$ cat src/rtl/stamp_pkg.sv
package stamp_pkg;
  localparam int BASE_W  = 56;
  localparam int STAMP_W = 32;
  localparam int SHIFT_W = 5;
  localparam int NUM_TAPS = 3;

  // Configuration word; field positions are software visible.
  typedef struct packed {
    logic [10:0]        rsvd_hi;
    logic [SHIFT_W-1:0] age_shift;
    logic [2:0]         rsvd_mid;
    logic [SHIFT_W-1:0] tag_shift;
    logic               log_sel;
    logic [1:0]         rsvd_lo;
    logic [SHIFT_W-1:0] log_shift;
  } stamp_cfg_t;

  // Clear the reserved fields of a written word.
  function automatic stamp_cfg_t cfg_clean(input logic [31:0] w);
    stamp_cfg_t c;
    c = stamp_cfg_t'(w);
    c.rsvd_hi  = '0;
    c.rsvd_mid = '0;
    c.rsvd_lo  = '0;
    return c;
  endfunction

  // Coarse stamp: right shift of the base count, truncated.
  function automatic logic [STAMP_W-1:0] coarse_of(input logic [BASE_W-1:0] b,
                                                   input logic [SHIFT_W-1:0] sh);
    logic [BASE_W-1:0] t;
    t = b >> sh;
    return t[STAMP_W-1:0];
  endfunction
endpackage

$ cat src/rtl/stamp_base_counter.sv
module stamp_base_counter #(
  parameter int W = 56
) (
  input  logic         clk,
  input  logic         rst_n,
  output logic [W-1:0] count
);
  always_ff @(posedge clk or negedge rst_n) begin
    if (!rst_n) count <= '0;
    else        count <= count + 1'b1;
  end
endmodule

$ cat src/rtl/stamp_ms_divider.sv
module stamp_ms_divider #(
  parameter int DIV = 19200,
  parameter int W   = 32
) (
  input  logic         clk,
  input  logic         rst_n,
  output logic         ms_tick,
  output logic [W-1:0] ms_count
);
  localparam int PW = (DIV > 1) ? $clog2(DIV) : 1;
  localparam logic [PW-1:0] LAST = PW'(DIV - 1);

  logic [PW-1:0] pre;

  assign ms_tick = (pre == LAST);

  always_ff @(posedge clk or negedge rst_n) begin
    if (!rst_n) begin
      pre      <= '0;
      ms_count <= '0;
    end else if (ms_tick) begin
      pre      <= '0;
      ms_count <= ms_count + 1'b1;
    end else begin
      pre      <= pre + 1'b1;
    end
  end
endmodule

$ cat src/rtl/stamp_cfg_reg.sv
module stamp_cfg_reg
  import stamp_pkg::*;
(
  input  logic       clk,
  input  logic       rst_n,
  input  logic       we,
  input  logic [31:0] wdata,
  output stamp_cfg_t cfg
);
  always_ff @(posedge clk or negedge rst_n) begin
    if (!rst_n)  cfg <= '0;
    else if (we) cfg <= cfg_clean(wdata);
  end
endmodule

$ cat src/rtl/stamp_shift_tap.sv
module stamp_shift_tap
  import stamp_pkg::*;
(
  input  logic [BASE_W-1:0]  base,
  input  logic [SHIFT_W-1:0] shift,
  output logic [STAMP_W-1:0] stamp
);
  assign stamp = coarse_of(base, shift);
endmodule

$ cat src/rtl/coarse_stamp_gen.sv
module coarse_stamp_gen
  import stamp_pkg::*;
#(
  parameter int MS_DIV = 19200
) (
  input  logic               clk,
  input  logic               rst_n,
  input  logic               cfg_we,
  input  logic [31:0]        cfg_wdata,
  output logic [BASE_W-1:0]  base_stamp,
  output logic [STAMP_W-1:0] log_stamp,
  output logic [STAMP_W-1:0] tag_stamp,
  output logic [STAMP_W-1:0] age_stamp
);
  // Named internal events for the checker.
  logic [BASE_W-1:0]  base_q;
  logic [STAMP_W-1:0] ms_count;
  logic               ms_tick;
  stamp_cfg_t         cfg_q;
  logic [SHIFT_W-1:0] tap_shift [NUM_TAPS];
  logic [STAMP_W-1:0] tap_stamp [NUM_TAPS];

  stamp_base_counter #(.W(BASE_W)) u_base (
    .clk(clk), .rst_n(rst_n), .count(base_q)
  );

  stamp_ms_divider #(.DIV(MS_DIV), .W(STAMP_W)) u_ms (
    .clk(clk), .rst_n(rst_n), .ms_tick(ms_tick), .ms_count(ms_count)
  );

  stamp_cfg_reg u_cfg (
    .clk(clk), .rst_n(rst_n), .we(cfg_we), .wdata(cfg_wdata), .cfg(cfg_q)
  );

  // Tap 0: logging, tap 1: tag, tap 2: translation aging.
  assign tap_shift[0] = cfg_q.log_shift;
  assign tap_shift[1] = cfg_q.tag_shift;
  assign tap_shift[2] = cfg_q.age_shift;

  for (genvar g = 0; g < NUM_TAPS; g++) begin : g_tap
    stamp_shift_tap u_tap (
      .base(base_q), .shift(tap_shift[g]), .stamp(tap_stamp[g])
    );
  end

  assign base_stamp = base_q;
  assign log_stamp  = cfg_q.log_sel ? tap_stamp[0] : ms_count;
  assign tag_stamp  = tap_stamp[1];
  assign age_stamp  = tap_stamp[2];
endmodule

$ cat config.mk
export PLATFORM = sky130hd
export DESIGN_NAME = coarse_stamp_gen
export DESIGN_NICKNAME = d
export VERILOG_FILES = /design/src/rtl/stamp_pkg.sv /design/src/rtl/stamp_base_counter.sv /design/src/rtl/stamp_ms_divider.sv /design/src/rtl/stamp_cfg_reg.sv /design/src/rtl/stamp_shift_tap.sv /design/src/rtl/coarse_stamp_gen.sv
export SDC_FILE = /design/constraint.sdc
export NUM_CORES = 1
export LEC_CHECK = 0
export ABC_AREA = 1
export BUFFER_PORTS_ARGS = -buffer_cell sky130_fd_sc_hd__buf_4
export CAP_MARGIN = 15
export CORE_AREA = 2 2 232 234
export CTS_BUF_LIST = sky130_fd_sc_hd__clkbuf_4
export DETAILED_ROUTE_END_ITERATION = 12
export DIE_AREA = 0 0 234 236
export MAX_ROUTING_LAYER = met4
export SYNTH_ARGS = -nofsm -noshare
export SYNTH_HDL_FRONTEND = slang
export SYNTH_HIERARCHICAL = 1
export SYNTH_SLANG_ARGS = --single-unit
$ cat constraint.sdc
create_clock -name clk -period 4.2 [get_ports clk]
set_input_delay 0.42 -clock clk [delete_from_list [all_inputs] [get_ports clk]]
set_output_delay 0.42 -clock clk [all_outputs]
set_load 0.03 [all_outputs]
==> impl_metrics.yaml <==
status:
  status: "complete, no violations"
cts:
  postCtsSetupRepairBufs: 0
  cts_sinks: 119
  clockBufferDepth: 2
  h-tree-depth: 4
  cts_tree: "done"
  root_buffer: "clkbuf_4"
  cts_buffers: 17
  clk_latency_ns: 0.59
  path_clk_slew_ns: 0.15
drt:
  postRouteWirelength_um: 66680
  drt-vias-per-instance: 5.516
  drc: 0
  first_pass_iters: 9
  drtAntennaViolNets: 0
  drt_iter0_drc: 2729
  vias: 19540
  wl_per_cell_um: 18.82
critical_path:
  r2r-start: "u_base/count[16]"
  ff2ff_path_depth: 7
  start_kind: "flop"
  required_ns: 3.78
  crit_path_end_kind: "output port"
  arrival_ns: 2.93
  crit_type: "flop to output port"
  reg2reg_slack_ns: 1.94
  cp_max_fo: 56
  rr_endpoint: "u_base/count[40]"
sta:
  fin_crit_sh_pct: 79.66
  min_period_ns: 3.346
  hold_viol: 0
  finalSetupViolations: 0
  rsz0062_at_grt: "no"
  tightest_slew_ns: 1.139
  fmax_mhz: 298.9
  fin_tns_setup_ns: 0
  slew_violations: 0
  slew_headroom_pct: 24.05
  fin_skew_ns: 0.04683
layout:
  instances_no_fill: 3542
  nets: 2869
  area_growth_pct: 11.25
  layout-drive-gt1-share_pct: 12.24
synthesis:
  synth_area_per_cell_um2: 5.625
  netlist_area_um2: 15540
  synth_nets: 2801
  yosys_warnings: 6
  syn_inst: 2763
power:
  p_clk_share_pct: 24.1
  p_int_uw: 2238
  seqPwrFrac_pct: 28.0
  p_leak_uw: 0.008217
  powerDensity_nw_per_um2: 242.3
  power_frac_comb_pct: 47.9
  ir_drop_mv: 0.1458
  switchingPower_uw: 1951
  swShare_pct: 46.57
placed_design:
  numPortBuffers: 170
  place_congestion: 0.9189
  place_inst: 3502
  dp_hpwl_um: 45720
die:
  die_h_um: 236
  die-area_um2: 55220
  rows: 85
  core_area_um2: 53070
  die_w_um: 234
  ios: 187
  initial_utilization_pct: 29.28
grt:
  grt_overflow: 0
  antenna_found_initial: 2
  grt_pass1_vias: 16970
  track_usage_pct: 23.79
  grt_max_degree: 69
  grt_pass1_wl_um: 99270
job:
  max_cap_violations: 0
worst_hold_path:
  hold_end: "u_cfg/cfg[16]"
  hp-class: "primary input to flop"
  hold_depth: 3
  hold_path.startpoint: "cfg_wdata[16]"
==> worst max path at each step <==
stage                           from  cells past startpoint  slack (ns)       endpoint
detailed placement     u_cfg/cfg[16]                      8        1.54  age_stamp[17]
global placement       u_cfg/cfg[16]                     10        1.55   age_stamp[5]
finish                 u_cfg/cfg[16]                     10        0.85   age_stamp[5]
floorplan           u_base/count[34]                      8        2.29   log_stamp[7]
CTS                    u_cfg/cfg[16]                      8        0.86  age_stamp[17]
global route           u_cfg/cfg[16]                     10        0.65   age_stamp[5]
==> worst max-delay path, cell delays in order, from the launching register on <==
cell     delay [ns]
dfrtp_1        0.45
inv_2          0.81
nand2_1        0.18
nand3_1        0.15
nand3_1        0.11
nand2_1        0.09
nand2_1        0.05
nand2_1        0.07
nand2_1        0.05
nand2_1        0.16
buf_4          0.18
==> power by group through the flow <==
stage,combinational (µW),sequential [µW],clock (µW)
after global placement,1970,1200,0
after floorplan,1470,1190,0
after global routing,2160,1180,1080
after CTS,1970,1180,1030
final,2010,1170,1010
after detailed placement,1970,1200,0
==> per-stage QoR <==
stage	instance area (µm²)	utilization [%]	total power (µW)	hold slack (ns)	setup WS, ns
4_1_cts	17260	32.52	4188	0.007811	0.8598
2_1_floorplan	15540	-	2658	0.1244	2.286
3_5_place_dp	16870	31.80	3168	0.4631	1.540
6_report	17290	32.58	4189	0.04874	0.8541
5_1_grt	17290	32.58	4419	0.02201	0.6506
3_3_place_gp	16870	31.80	3172	0.4569	1.551
==> cell usage in the layout, fill, tap and decap left out, types with 2 or more instances in the layout <==
master         count
nand2_1          952
xor2_1            24
dfrtp_2            2
o21ai_1            8
o21ai_0            4
buf_12             2
ha_1               3
nand4_1           27
a21oi_1            6
nand2_2           57
bufinv_16          4
nor3_1             7
inv_2              7
clkinvlp_4         5
dlygate4sd3_1      5
nand3_1         1066
xnor2_1           27
nand3b_1          13
clkbuf_4          18
clkinv_1           2
inv_1             97
buf_4            208
clkinv_2           2
nor2_4            13
nand2_4            4
nor2_1           136
inv_6              4
a21oi_2            3
diode_2            2
nor2_2            14
dfrtp_1          117
==> metal layers <==
| layer | vias to the layer above | track usage, % | routed length (µm) |
|---|---|---|---|
| met2 | 1034 | 35.96 | 30060 |
| li1 | 9407 | - | - |
| met1 | 8883 | 31.87 | 28170 |
| met4 | 0 | 10.09 | 3178 |
| met3 | 213 | 2.817 | 5268 |
| met5 | - | - | 0 |
==> what timing repair did <==
| action | in CTS | in global routing |
|---|---|---|
| hold buffers | 5 | 0 |
| gates resized for setup | 0 | 0 |
| endpoints found under the hold margin | 55 | 0 |
==> registers in the layout, summed over array words and instances, names as in the netlist <==
register / flops
u_base/count: 56
u_cfg/cfg: 16
u_ms/ms_count: 32
u_ms/pre: 15
==> area by class of cell <==
| cell class | instances | area [µm²] |
|---|---|---|
| diodes | 2 | 5.005 |
| clock buffers | 18 | 135.1 |
| clock inverters | 14 | 197.7 |
| fillers | 5899 | 35780 |
| inverters | 109 | 422.9 |
| multi-input cells | 2368 | 11000 |
| flip-flops and latches | 119 | 2980 |
| well taps | 696 | 870.8 |
| repair buffers | 216 | 1679 |
No activity file was read; power rests on OpenSTA's default activity.
